`src/rtl/sent_tx_pkg.sv`:
```
package sent_tx_pkg;

  typedef enum logic [2:0] {
    P_SYNC  = 3'd0,
    P_STAT  = 3'd1,
    P_DATA  = 3'd2,
    P_CRC   = 3'd3,
    P_PAUSE = 3'd4
  } pulse_e;

  localparam int unsigned SYNC_TICKS = 56;
  localparam int unsigned NIB_BASE   = 12;
  localparam int unsigned ACT_TICKS  = 5;
  localparam int unsigned PAUSE_MIN  = 12;
  localparam logic [3:0]  CRC_SEED   = 4'b0101;
  localparam logic [3:0]  CRC_POLY   = 4'b1101;

  // one nibble folded into the running check value, msb first
  function automatic logic [3:0] crc_fold(input logic [3:0] acc, input logic [3:0] nib);
    logic [3:0] c;
    c = acc ^ nib;
    for (int b = 0; b < 4; b++) begin
      c = c[3] ? ({c[2:0], 1'b0} ^ CRC_POLY) : {c[2:0], 1'b0};
    end
    return c;
  endfunction

endpackage

```
`src/rtl/sent_tick_gen.sv`:
```
module sent_tick_gen #(
  parameter int PRESC = 4
) (
  input  logic clk,
  input  logic rst_n,
  input  logic en_i,
  input  logic div_i,
  output logic tick_o
);
  localparam int PW = (PRESC > 1) ? $clog2(PRESC) : 1;
  localparam logic [PW-1:0] LAST = PW'(PRESC - 1);

  logic [PW-1:0] cnt_q, cnt_d;
  logic          cnt_en;

  assign cnt_en = en_i && div_i;
  assign tick_o = en_i && (!div_i || (cnt_q == LAST));

  always_comb begin
    cnt_d = cnt_q;
    if (!cnt_en)            cnt_d = '0;
    else if (cnt_q == LAST) cnt_d = '0;
    else                    cnt_d = cnt_q + 1'b1;
  end

  always_ff @(posedge clk or negedge rst_n) begin
    if (!rst_n) cnt_q <= '0;
    else        cnt_q <= cnt_d;
  end

  // in divided mode two ticks are never adjacent
  a_r7_tick_spacing: assert property (@(posedge clk) disable iff (!rst_n)
    (div_i && $past(div_i) && tick_o) |-> !$past(tick_o));

endmodule

```
`src/rtl/sent_crc4.sv`:
```
module sent_crc4 #(
  parameter int MAX_NIB = 6,
  parameter int NIB_W   = 3,
  parameter int DW      = 28
) (
  input  logic [DW-1:0]    data_i,
  input  logic [NIB_W-1:0] nib_cnt_i,
  output logic [3:0]       crc_o
);
  import sent_tx_pkg::*;

  always_comb begin
    logic [3:0] acc;
    acc = CRC_SEED;
    for (int i = 0; i < MAX_NIB; i++) begin
      if (NIB_W'(i) < nib_cnt_i) acc = crc_fold(acc, data_i[4*(MAX_NIB-1-i) +: 4]);
    end
    crc_o = crc_fold(acc, 4'h0);
  end

endmodule

```
`src/rtl/sent_tx_seq.sv`:
```
module sent_tx_seq #(
  parameter int MAX_NIB = 6,
  parameter int LEN_W   = 10,
  parameter int NIB_W   = 3,
  parameter int DW      = 28
) (
  input  logic             clk,
  input  logic             rst_n,
  input  logic             tick,
  input  logic             en_i,
  input  logic             trig_mode_i,
  input  logic             trig_i,
  input  logic             idle_low_i,
  input  logic             crc_en_i,
  input  logic             pause_en_i,
  input  logic             div4_i,
  input  logic [NIB_W-1:0] nib_cnt_i,
  input  logic [LEN_W-1:0] frame_len_i,
  input  logic [DW-1:0]    data_i,
  input  logic [3:0]       crc_i,
  output logic             busy_o,
  output logic             done_o,
  output logic             tx_o,
  output logic             div4_o
);
  import sent_tx_pkg::*;

  // state
  logic             busy_q, busy_d, done_q, done_d, tx_q, tx_d, pend_q, pend_d;
  pulse_e           kind_q, kind_d;
  logic [NIB_W-1:0] nib_q, nib_d;
  logic [LEN_W-1:0] len_q, len_d, cnt_q, cnt_d, el_q, el_d;
  // frame settings captured at start
  logic             c_il, c_crc, c_pau, c_div;
  logic [NIB_W-1:0] c_nib;
  logic [LEN_W-1:0] c_flen;
  logic [DW-1:0]    c_data;
  logic [3:0]       c_crcv;

  logic             nib_ok, start;
  pulse_e           nx_kind;
  logic [NIB_W-1:0] nx_nib;
  logic [LEN_W-1:0] nx_len, p_len;
  logic             nx_end;

  function automatic logic [3:0] pick(input logic [DW-1:0] d, input logic [NIB_W:0] k);
    logic [3:0] r;
    r = '0;
    for (int i = 0; i < MAX_NIB; i++) if (k == (NIB_W+1)'(i)) r = d[4*(MAX_NIB-1-i) +: 4];
    return r;
  endfunction

  function automatic logic [LEN_W-1:0] nib_len(input logic [3:0] v);
    return LEN_W'(NIB_BASE) + LEN_W'(v);
  endfunction

  assign nib_ok = (nib_cnt_i != '0) && (nib_cnt_i <= NIB_W'(MAX_NIB));

  // pulse that follows the current one
  always_comb begin
    logic [LEN_W:0] need;
    need   = {1'b0, el_q} + (LEN_W+1)'(PAUSE_MIN);
    p_len  = ({1'b0, c_flen} >= need) ? (c_flen - el_q) : LEN_W'(PAUSE_MIN);
    nx_kind = kind_q;
    nx_nib  = nib_q;
    nx_len  = '0;
    nx_end  = 1'b0;
    case (kind_q)
      P_SYNC: begin
        nx_kind = P_STAT;
        nx_len  = nib_len(c_data[DW-1 -: 4]);
      end
      P_STAT: begin
        nx_kind = P_DATA;
        nx_nib  = '0;
        nx_len  = nib_len(pick(c_data, '0));
      end
      P_DATA: begin
        if (({1'b0, nib_q} + 1'b1) < {1'b0, c_nib}) begin
          nx_nib = nib_q + 1'b1;
          nx_len = nib_len(pick(c_data, {1'b0, nib_q} + 1'b1));
        end else if (c_crc) begin
          nx_kind = P_CRC;
          nx_len  = nib_len(c_crcv);
        end else if (c_pau) begin
          nx_kind = P_PAUSE;
          nx_len  = p_len;
        end else begin
          nx_end = 1'b1;
        end
      end
      P_CRC: begin
        if (c_pau) begin
          nx_kind = P_PAUSE;
          nx_len  = p_len;
        end else begin
          nx_end = 1'b1;
        end
      end
      default: nx_end = 1'b1;
    endcase
  end

  // next state
  always_comb begin
    busy_d = busy_q; done_d = 1'b0; tx_d = tx_q; pend_d = pend_q;
    kind_d = kind_q; nib_d = nib_q; len_d = len_q; cnt_d = cnt_q; el_d = el_q;
    start  = 1'b0;
    if (!en_i) begin
      busy_d = 1'b0;
      tx_d   = !idle_low_i;
      pend_d = 1'b0;
    end else if (!busy_q) begin
      tx_d   = !idle_low_i;
      pend_d = trig_mode_i && ((pend_q && !tick) || trig_i);
      if (tick && nib_ok && (!trig_mode_i || pend_q)) start = 1'b1;
    end else begin
      pend_d = 1'b0;
      if (tick) begin
        el_d = el_q + 1'b1;
        if (cnt_q == len_q) begin
          if (nx_end) begin
            done_d = 1'b1;
            if (!trig_mode_i && nib_ok) begin
              start = 1'b1;
            end else begin
              busy_d = 1'b0;
              tx_d   = !c_il;
            end
          end else begin
            kind_d = nx_kind;
            nib_d  = nx_nib;
            len_d  = nx_len;
            cnt_d  = LEN_W'(1);
            tx_d   = c_il;
          end
        end else begin
          tx_d  = (cnt_q < LEN_W'(ACT_TICKS)) ? c_il : !c_il;
          cnt_d = cnt_q + 1'b1;
        end
      end
    end
    if (start) begin
      busy_d = 1'b1;
      kind_d = P_SYNC;
      nib_d  = '0;
      len_d  = LEN_W'(SYNC_TICKS);
      cnt_d  = LEN_W'(1);
      el_d   = LEN_W'(1);
      tx_d   = idle_low_i;
    end
  end

  always_ff @(posedge clk or negedge rst_n) begin
    if (!rst_n) begin
      busy_q <= 1'b0; done_q <= 1'b0; tx_q <= 1'b1; pend_q <= 1'b0;
      kind_q <= P_SYNC; nib_q <= '0; len_q <= '0; cnt_q <= '0; el_q <= '0;
    end else begin
      busy_q <= busy_d; done_q <= done_d; tx_q <= tx_d; pend_q <= pend_d;
      kind_q <= kind_d; nib_q <= nib_d; len_q <= len_d; cnt_q <= cnt_d; el_q <= el_d;
    end
  end

  // settings register, loaded only on frame start
  always_ff @(posedge clk or negedge rst_n) begin
    if (!rst_n) begin
      c_il <= 1'b0; c_crc <= 1'b0; c_pau <= 1'b0; c_div <= 1'b0;
      c_nib <= '0; c_flen <= '0; c_data <= '0; c_crcv <= '0;
    end else if (start) begin
      c_il <= idle_low_i; c_crc <= crc_en_i; c_pau <= pause_en_i; c_div <= div4_i;
      c_nib <= nib_cnt_i; c_flen <= frame_len_i; c_data <= data_i; c_crcv <= crc_i;
    end
  end

  assign busy_o = busy_q;
  assign done_o = done_q;
  assign tx_o   = tx_q;
  assign div4_o = c_div;

  a_r1_off_idle: assert property (@(posedge clk) disable iff (!rst_n)
    !en_i |=> (!busy_q && (tx_q == !$past(idle_low_i))));
  a_r12_done_single: assert property (@(posedge clk) disable iff (!rst_n)
    done_q |=> !done_q);
  a_r8_reserved_no_start: assert property (@(posedge clk) disable iff (!rst_n)
    (!busy_q && !nib_ok) |=> !busy_q);
  a_r10_needs_trigger: assert property (@(posedge clk) disable iff (!rst_n)
    (!busy_q && trig_mode_i && !pend_q) |=> !busy_q);
  a_r3_count_bound: assert property (@(posedge clk) disable iff (!rst_n)
    busy_q |-> ((cnt_q != '0) && (cnt_q <= len_q)));
  a_r11_cfg_held: assert property (@(posedge clk) disable iff (!rst_n)
    (busy_q && $past(busy_q) && !done_q) |-> ($stable(c_nib) && $stable(c_data) && $stable(c_il)));

endmodule

```
`src/rtl/sent_frame_tx.sv`:
```
module sent_frame_tx #(
  parameter int MAX_NIB = 6,
  parameter int LEN_W   = 10,
  parameter int PRESC   = 4,
  localparam int NIB_W  = $clog2(MAX_NIB + 2),
  localparam int DW     = 4 * (MAX_NIB + 1)
) (
  input  logic             clk,
  input  logic             rst_n,
  input  logic             en_i,
  input  logic             trig_mode_i,
  input  logic             idle_low_i,
  input  logic             crc_en_i,
  input  logic             pause_en_i,
  input  logic             div4_i,
  input  logic [NIB_W-1:0] nib_cnt_i,
  input  logic [LEN_W-1:0] frame_len_i,
  input  logic [DW-1:0]    data_i,
  input  logic             trig_i,
  output logic             busy_o,
  output logic             done_o,
  output logic             tx_o
);
  logic [1:0] rs_q;
  logic       rst_s_n, tick, div_sel, c_div;
  logic [3:0] crc_val;

  // reset asserted at once, released on the clock
  always_ff @(posedge clk or negedge rst_n) begin
    if (!rst_n) rs_q <= 2'b00;
    else        rs_q <= {rs_q[0], 1'b1};
  end
  assign rst_s_n = rs_q[1];

  assign div_sel = busy_o ? c_div : div4_i;

  sent_tick_gen #(.PRESC(PRESC)) u_tick (
    .clk(clk), .rst_n(rst_s_n), .en_i(en_i), .div_i(div_sel), .tick_o(tick)
  );

  sent_crc4 #(.MAX_NIB(MAX_NIB), .NIB_W(NIB_W), .DW(DW)) u_crc (
    .data_i(data_i), .nib_cnt_i(nib_cnt_i), .crc_o(crc_val)
  );

  sent_tx_seq #(.MAX_NIB(MAX_NIB), .LEN_W(LEN_W), .NIB_W(NIB_W), .DW(DW)) u_seq (
    .clk(clk), .rst_n(rst_s_n), .tick(tick), .en_i(en_i), .trig_mode_i(trig_mode_i),
    .trig_i(trig_i), .idle_low_i(idle_low_i), .crc_en_i(crc_en_i), .pause_en_i(pause_en_i),
    .div4_i(div4_i), .nib_cnt_i(nib_cnt_i), .frame_len_i(frame_len_i), .data_i(data_i),
    .crc_i(crc_val), .busy_o(busy_o), .done_o(done_o), .tx_o(tx_o), .div4_o(c_div)
  );

endmodule

```
`config.mk`:
```
export PLATFORM = sky130hd
export DESIGN_NAME = sent_frame_tx
export DESIGN_NICKNAME = d
export VERILOG_FILES = /design/src/rtl/sent_tx_pkg.sv /design/src/rtl/sent_tick_gen.sv /design/src/rtl/sent_crc4.sv /design/src/rtl/sent_tx_seq.sv /design/src/rtl/sent_frame_tx.sv
export SDC_FILE = /design/constraint.sdc
export NUM_CORES = 1
export LEC_CHECK = 0
export BUFFER_PORTS_ARGS = -buffer_cell sky130_fd_sc_hd__buf_4
export CAP_MARGIN = 20
export CORE_MARGIN = 10
export CORE_UTILIZATION = 35
export DETAILED_ROUTE_END_ITERATION = 8
export PLACE_DENSITY = 0.63
export SLEW_MARGIN = 20
export SYNTH_ARGS = -nofsm -noshare
export SYNTH_HDL_FRONTEND = slang
export SYNTH_SLANG_ARGS = --single-unit
```
`constraint.sdc`:
```
create_clock -name clk -period 3.5 [get_ports clk]
set_input_delay 0.525 -clock clk [delete_from_list [all_inputs] [get_ports clk]]
set_output_delay 0.525 -clock clk [all_outputs]
set_load 0.01 [all_outputs]
```
==> results.json, run 1 <==
{
  "globalRouteOverflowTotal": 0,
  "crit_chain": "buf_4, xor2_2, buf_4, xnor2_2, a211oi_2, buf_4, nor2_1, a31oi_1, nand3_1, mux2i_4, xnor3_2, xnor2_2, nor2_4, xnor3_1, or3_4, a211oi_4, buf_4, o311ai_1",
  "nets": 991,
  "p_int_mw": 3.59,
  "cts_inserted_buffers": 9,
  "drt_iter0_drc": 334,
  "hold_viol_final": 0,
  "start_kind": "input pin",
  "crit_required_ns": 3.72,
  "track_usage": 0.138,
  "place_hpwl_um": 12800,
  "crit_arrival_ns": 4.16,
  "finalInstanceArea_sq_mm": 0.00874,
  "setup_viol": 4,
  "antenna_cells": 0,
  "synth_ff_type": "dfrtp_1",
  "syn_inst": 780,
  "switching_power_mw": 2.11,
  "period_minus_slack_ns": 3.95,
  "grt_max_degree": 33,
  "post_dp_cell_area_sq_mm": 0.00795,
  "core_sq_mm": 0.0188,
  "rsz0062_at_grt": "true",
  "maxSlewViolCount": 0,
  "p_per_area_mw_per_mm2": 651,
  "seq_area_frac_synth": 0.347,
  "placement_rows": 50,
  "layout.area.seq_sq_mm": 0.00233,
  "gr-usage-met3": 0.0273,
  "hold_class": "flip-flop to async pin",
  "utilization": 0.466,
  "swShare": 0.370,
  "cts_tree": "done",
  "synth_top_area_share": 0.343,
  "gp_congestion": 0.882,
  "violations": "setup timing",
  "r2r_start": "u_seq.nib_q[1]$_DFFE_PN0P_",
  "cap_violations": 0,
  "ios": 53,
  "critPathLaunch": "data_i[23]",
  "period_share": 1.13,
  "drt-pass1-iter-count": 5,
  "r2r-end": "u_seq.nib_q[1]$_DFFE_PN0P_",
  "path_max_fanout": 4,
  "avgViaCountPerCell": 5.02,
  "clk_pin_slew_worst_paths_ns": 0.07,
  "power.leakage_nw": 4.16,
  "fmax_mhz": 253,
  "grt_pass1_wl_um": 28200,
  "syn_nets": 863,
  "clk_latency_ns": 0.35,
  "die_area_sq_mm": 0.0251,
  "antenna_found_initial": 0,
  "worst_clock_skew_ns": 0.00790,
  "syn_to_final_growth_pct": 30.1,
  "multi_input_area_sq_mm": 0.00448,
  "outcome": "complete, but fails checks",
  "pwr-share-comb": 0.553,
  "cp_common_cell": "buf_4",
  "drive_gt1_frac": 0.255,
  "grt_pass1_vias": 5766,
  "root_buffer": "clkbuf_16",
  "drc_errors": 0,
  "ys_async_sr_fraction": 1.00,
  "initial_core_util": 0.358,
  "fillers": 1816,
  "grt_util_met1": 0.196,
  "setup_ws_ns": -0.446,
  "num_vias": 5763,
  "crit_slowest_cell": "a211oi_2",
  "vdd_drop_max_uv": 540,
  "yosys_warnings": 0,
  "p_clk_frac": 0.182,
  "htreeDepth": 3,
  "wire_per_inst_um": 15.0,
  "portBuffers": 52,
  "critPathCapture": "u_seq.c_crcv[0]$_DFFE_PN0P_",
  "busiest_layer": "met2",
  "cts_buffer_depth": 2,
  "crit_type": "input pin to flip-flop",
  "reg2reg_depth": 13,
  "met2_usage": 0.207,
  "synth_area_leaders": "dfrtp_1 (34%), nand2_1 (9.6%), xnor2_1 (6.3%)",
  "synth_cell_types": 72,
  "die_h_um": 159,
  "clock-sinks": 93,
  "reg2reg_slack_ns": 0.22,
  "synth_top_area_cell": "dfrtp_1",
  "critPathMaxStageDelay_ns": 0.40,
  "pwr-share-seq": 0.265,
  "die_w_um": 159,
  "critPathCaptureType": "flip-flop",
  "yosys_register_bits": 93,
  "antenna_left": 0,
  "post-place-ws_ns": -0.831,
  "synth_area_sq_mm": 0.00672,
  "drt_wl_total_um": 17200,
  "avgSynthCellArea_sq_um": 8.61,
  "synth_edf_count": 0
}
==> layout make-up <==
class,instances,area share
flip-flops and latches,93,0.267
multi-input cells,623,0.513
well taps,234,0.0335
clock buffers,12,0.0271
inverters,32,0.0137
clock inverters,4,0.00830
repair buffers,149,0.138
==> cells in the final DEF (no fill, tap or decap), drive strengths merged, types with 3 or more instances in the layout <==
cell type	netlist	routed
xnor3	14	14
o21bai	3	3
or2	5	5
a31oi	5	5
nor4	3	3
inv	32	32
clkbuf	23	14
dfrtp	92	92
mux2i	10	10
o21a	3	3
nand2	171	171
ha	32	32
and2	5	5
nor2	67	67
nor2b	6	6
nand3	18	18
a211oi	13	13
nand3b	3	3
nand2b	7	7
buf	9	146
o22ai	4	4
nor3b	7	7
o31ai	4	4
o2111ai	3	3
o21ai	33	33
xnor2	49	49
nor3	18	18
a221oi	7	7
a21oi	36	36
xor2	32	32
a22o	5	5
nand4	9	9
o211ai	3	3
a21o	18	18
or3	5	5
==> per-layer routing <==
layer	wire (um)	vias to the layer above
met4	219	0
met1	8610	2739
met3	707	11
met5	0	-
met2	7690	92
li1	-	2921
==> state kept, by name, indices dropped and copies added (netlist names), 2 cells and up <==
register,count
u_seq.c_data,28
u_seq.c_flen,10
u_seq.cnt_q,10
u_seq.el_q,10
u_seq.len_q,10
u_seq.c_crcv,4
u_seq.c_nib,3
u_seq.kind_q,3
u_seq.nib_q,3
rs_q,2
u_tick.cnt_q,2
==> what timing repair did <==
item                                    CTS  global route
pin swaps                                12            13
hold buffers                              1             0
endpoints found under the setup margin    8            81
endpoints found under the hold margin     2             0
cloned                                    0             1
buffers inserted                          7            10
gates resized for setup                  29            36
==> worst min path at each step <==
stage / start / endpoint / slack (ns) / cells after the start
floorplan: rst_n / rs_q[0]$_DFF_PN0_ / 0.23 / 0
global placement: rs_q[1]$_DFF_PN0_ / u_tick.cnt_q[0]$_DFF_PN0_ / 0.30 / 0
detailed placement: rs_q[1]$_DFF_PN0_ / u_tick.cnt_q[0]$_DFF_PN0_ / 0.29 / 0
CTS: rs_q[1]$_DFF_PN0_ / u_tick.cnt_q[0]$_DFF_PN0_ / 0.30 / 0
global route: rs_q[1]$_DFF_PN0_ / u_tick.cnt_q[0]$_DFF_PN0_ / 0.32 / 0
finish: rs_q[1]$_DFF_PN0_ / u_tick.cnt_q[0]$_DFF_PN0_ / 0.28 / 0
==> cell usage after synthesis, types with 7 or more instances <==
library cell	instances
o21ai_0	29
mux2i_1	8
nand3_1	18
inv_1	32
a221oi_1	7
nand2b_1	7
ha_1	32
xnor3_1	14
nand2_1	171
a21o_1	18
a211oi_1	10
xnor2_1	48
nor2_1	65
nor3_1	17
clkbuf_1	23
dfrtp_1	92
a21oi_1	35
xor2_1	31
nand4_1	9
==> logic make-up (layout without fill, tap and decap cells) <==
group | after synthesis | after routing | share of synthesized area
compound gates | 153 | 153 | 0.156
simple gates | 327 | 327 | 0.215
fa+ha+maj | 33 | 33 | 0.0626
mux | 12 | 12 | 0.0207
other cells | 1 | 1 | 0.000558
xor+xnor | 97 | 97 | 0.162
buf+inv | 64 | 197 | 0.0374
flops | 93 | 93 | 0.347
==> per-stage QoR <==
step / hold WS (ns) / power, mW / setup TNS (ns) / std cells
floorplan: 0.229 / 3.42 / -1.74 / 780
global placement: 0.297 / 4.13 / -2.72 / 1112
detailed placement: 0.291 / 4.17 / -3.05 / 1112
CTS: 0.301 / 5.45 / -1.03 / 1136
global route: 0.318 / 6.12 / -2.16 / 1147
finish: 0.276 / 5.69 / -1.22 / 1147
==> power groups by stage <==
stage	sequential, mW	clock (mW)	combinational [mW]
finish	1.51	1.03	3.15
global route	1.54	1.11	3.47
CTS	1.51	1.06	2.88
detailed placement	1.52	0	2.65
global placement	1.52	0	2.61
floorplan	1.46	0	1.96
==> critical path, delay by kind of cell <==
kind	cells	cell delay (ns)
and+or+nand+nor	4	0.67
muxes	1	0.18
buffers and inverters	4	0.69
xor gates and xnor gates	5	1.05
AOI/OAI and AO/OA	4	1.05
Power figures use the tool's default switching activity.
==> run 2: changes to the inputs <==
--- a/config.mk
+++ b/config.mk
@@ -14,4 +14,5 @@
 export SLEW_MARGIN = 20
 export SYNTH_ARGS = -nofsm -noshare
 export SYNTH_HDL_FRONTEND = slang
+export SYNTH_HIERARCHICAL = 1
 export SYNTH_SLANG_ARGS = --single-unit
==> run 2 against run 1 <==
The run still ends with setup timing left. Hold slack got worse by 0.024 ns. Clock power fell by 10%. Combinational power rose by 6%. Critical path depth fell by 3. Via count fell by 4.1%. Sequential power barely moved. Power rose by 0.80%. Final cell count fell by 4.0%. Maximum frequency rose by 1.4%. Flip-flop and latch count did not move. Critical path type unchanged. Critical endpoint is now u_seq/c_crcv[0]$_DFFE_PN0N_. Largest cell class unchanged.
==> results.json, run 2 <==
{
  "htreeDepth": 3,
  "fin_setup_tns_ns": -0.902,
  "final_common_cell": "buf_4",
  "grt_pass1_vias": 5535,
  "track_usage": 0.132,
  "hold_viol_final": 0,
  "synth_ff_type": "dfrtp_1",
  "regMostFlops": "u_seq/c_data",
  "dp_cells": 1078,
  "placement_rows": 51,
  "crit_arrival_ns": 4.13,
  "ys_async_sr_fraction": 1.00,
  "period_share": 1.11,
  "power.leakage_nw": 3.93,
  "clk_pin_slew_worst_paths_ns": 0.06,
  "drt_wl_total_um": 16900,
  "grt_max_degree": 82,
  "synth_top_area_cell": "dfrtp_1",
  "avgViaCountPerCell": 5.02,
  "critPathCaptureType": "flip-flop",
  "slew_headroom": 0.622,
  "worst_clock_skew_ns": 0.00891,
  "drt_iter0_drc": 242,
  "drive_gt1_frac": 0.263,
  "initial_core_util": 0.358,
  "syn_nets": 799,
  "avgSynthCellArea_sq_um": 9.76,
  "ios": 53,
  "yosys_warnings": 6,
  "die_w_um": 161,
  "start_kind": "input pin",
  "synth_area_sq_mm": 0.00699,
  "yosysMostFrequentCell": "dfrtp_1",
  "die_h_um": 161,
  "synth_commonest_cells": "dfrtp_1 (92), nor2_1 (57), nand2_1 (56)",
  "antenna_found_initial": 0,
  "synth_edf_count": 0,
  "core_sq_mm": 0.0195,
  "design_power_total_mw": 5.74,
  "syn_inst": 716,
  "worst_slew_pin_slew_ns": 0.563,
  "fmax_mhz": 257,
  "utilization": 0.446,
  "layout.area.seq_sq_mm": 0.00233,
  "yosys_register_bits": 93,
  "globalRouteOverflowTotal": 0,
  "wire_per_inst_um": 15.3,
  "fillers": 1912,
  "crit_type": "input pin to flip-flop",
  "gp_congestion": 0.869,
  "grt_pass1_wl_um": 28200,
  "num_vias": 5525,
  "place_hpwl_um": 13000,
  "violations": "setup timing",
  "p_per_area_mw_per_mm2": 660,
  "root_buffer": "clkbuf_16",
  "multi_input_area_sq_mm": 0.00453,
  "rsz0062_at_grt": "true",
  "setup_viol": 4,
  "clk_latency_ns": 0.35,
  "antenna_left": 0,
  "vdd_drop_max_uv": 597,
  "synth_area_leaders": "dfrtp_1 (33%), xnor2_1 (6.8%), ha_1 (5.7%)",
  "cap_violations": 0,
  "setup_ws_ns": -0.391,
  "hold_class": "flip-flop to async pin",
  "antenna_cells": 0,
  "reg2reg_slack_ns": 0.42,
  "cts_buffer_depth": 2,
  "drc_errors": 0,
  "cts_tree": "done",
  "synth_cell_types": 87,
  "path_max_fanout": 3,
  "maxSlewViolCount": 0,
  "period_minus_slack_ns": 3.89,
  "seq_area_frac_synth": 0.333,
  "synth_top_area_share": 0.330,
  "largest_reg_flops": 28,
  "portBuffers": 52,
  "die_area_sq_mm": 0.0260,
  "layout_common_cells": "buf_4 (126), dfrtp_1 (91), nor2_1 (57)",
  "clock-sinks": 93,
  "nets": 914,
  "fin_cells": 1101,
  "outcome": "complete, but fails checks",
  "syn_to_final_growth_pct": 24.5,
  "cts_inserted_buffers": 9,
  "crit_required_ns": 3.74,
  "drt-pass1-iter-count": 5
}
-- run 2: area by class of cell --
type,count,area share
multi-input combinational,557,0.521
sequential,93,0.268
timing repair buffer,136,0.126
tap,265,0.0381
clock buffer,13,0.0299
inverter,34,0.0147
clock inverter,3,0.00230
-- run 2: critical path, cell delays in order --
cell and delay (ns):
buf_8 0.07, xnor3_2 0.44, xnor2_1 0.14, o211a_1 0.25
nand2b_4 0.15, mux2_4 0.27, xnor3_1 0.21, xnor3_2 0.46
xor2_2 0.17, nor2_2 0.10, xor3_1 0.46, xor2_1 0.18
mux2_4 0.29, xor3_1 0.18, mux2_4 0.26
-- run 2: per-layer routing --
| layer | wire length [um] | up-vias | share of wire | GRT usage |
|---|---|---|---|---|
| met5 | 0 | - | 0 | 0 |
| met4 | 234 | 0 | 0.014 | 0.0393 |
| met3 | 583 | 14 | 0.035 | 0.0219 |
| met2 | 7610 | 97 | 0.45 | 0.201 |
| met1 | 8440 | 2662 | 0.50 | 0.186 |
| li1 | - | 2752 | - | - |
-- run 2: path summary, 6_finish.rpt --
check / cells after the start / to / from
min: 0 / u_seq/el_q[4]$_DFFE_PN0P_ / rs_q[1]$_DFF_PN0_
min in group clk: 0 / rs_q[1]$_DFF_PN0_ / rs_q[0]$_DFF_PN0_
max: 15 / u_seq/c_crcv[0]$_DFFE_PN0N_ / data_i[18]
max reg2reg: 10 / u_seq/c_flen[2]$_DFFE_PN0N_ / u_seq/nib_q[0]$_DFFE_PN0P_
min reg2reg: 0 / u_seq/el_q[4]$_DFFE_PN0P_ / rs_q[1]$_DFF_PN0_
max in group asynchronous: 2 / u_seq/tx_o$_DFFE_PN1P_ / rs_q[1]$_DFF_PN0_
-- run 2: repair_timing --
| action | in CTS | in global routing |
|---|---|---|
| endpoints found under the hold margin | 2 | 0 |
| hold buffers | 1 | 0 |
| pin swaps | 13 | 4 |
| setup endpoints to repair | 4 | 4 |
| resized for setup | 13 | 11 |
| setup buffers | 5 | 0 |
| gates cloned | 0 | 0 |
-- run 2: power by group --
part,switching [mW],internal [mW]
clock,0.403,0.519
sequential,0.187,1.30
combinational,1.39,1.94
total,1.98,3.76
-- run 2: kinds of logic (layout without fill, tap and decap cells) --
logic type / Yosys count / count (layout) / share of synthesized area
adders and majority gates: 33 / 33 / 0.0602
DFF: 93 / 93 / 0.333
AOI/OAI and AO/OA: 145 / 145 / 0.134
and+or+nand+nor: 210 / 210 / 0.152
other: 1 / 1 / 0.000537
xor gates and xnor gates: 113 / 113 / 0.183
buffers and inverters: 66 / 186 / 0.0458
muxes: 55 / 55 / 0.0912
-- run 2: stage by stage --
step	hold WS [ns]	setup slack [ns]	area [sq um]
2_1_floorplan	0.229	-0.734	7090
3_3_place_gp	0.308	-0.845	8220
3_5_place_dp	0.314	-0.905	8220
4_1_cts	0.370	-0.445	8620
5_1_grt	0.288	-0.544	8700
6_report	0.252	-0.391	8700
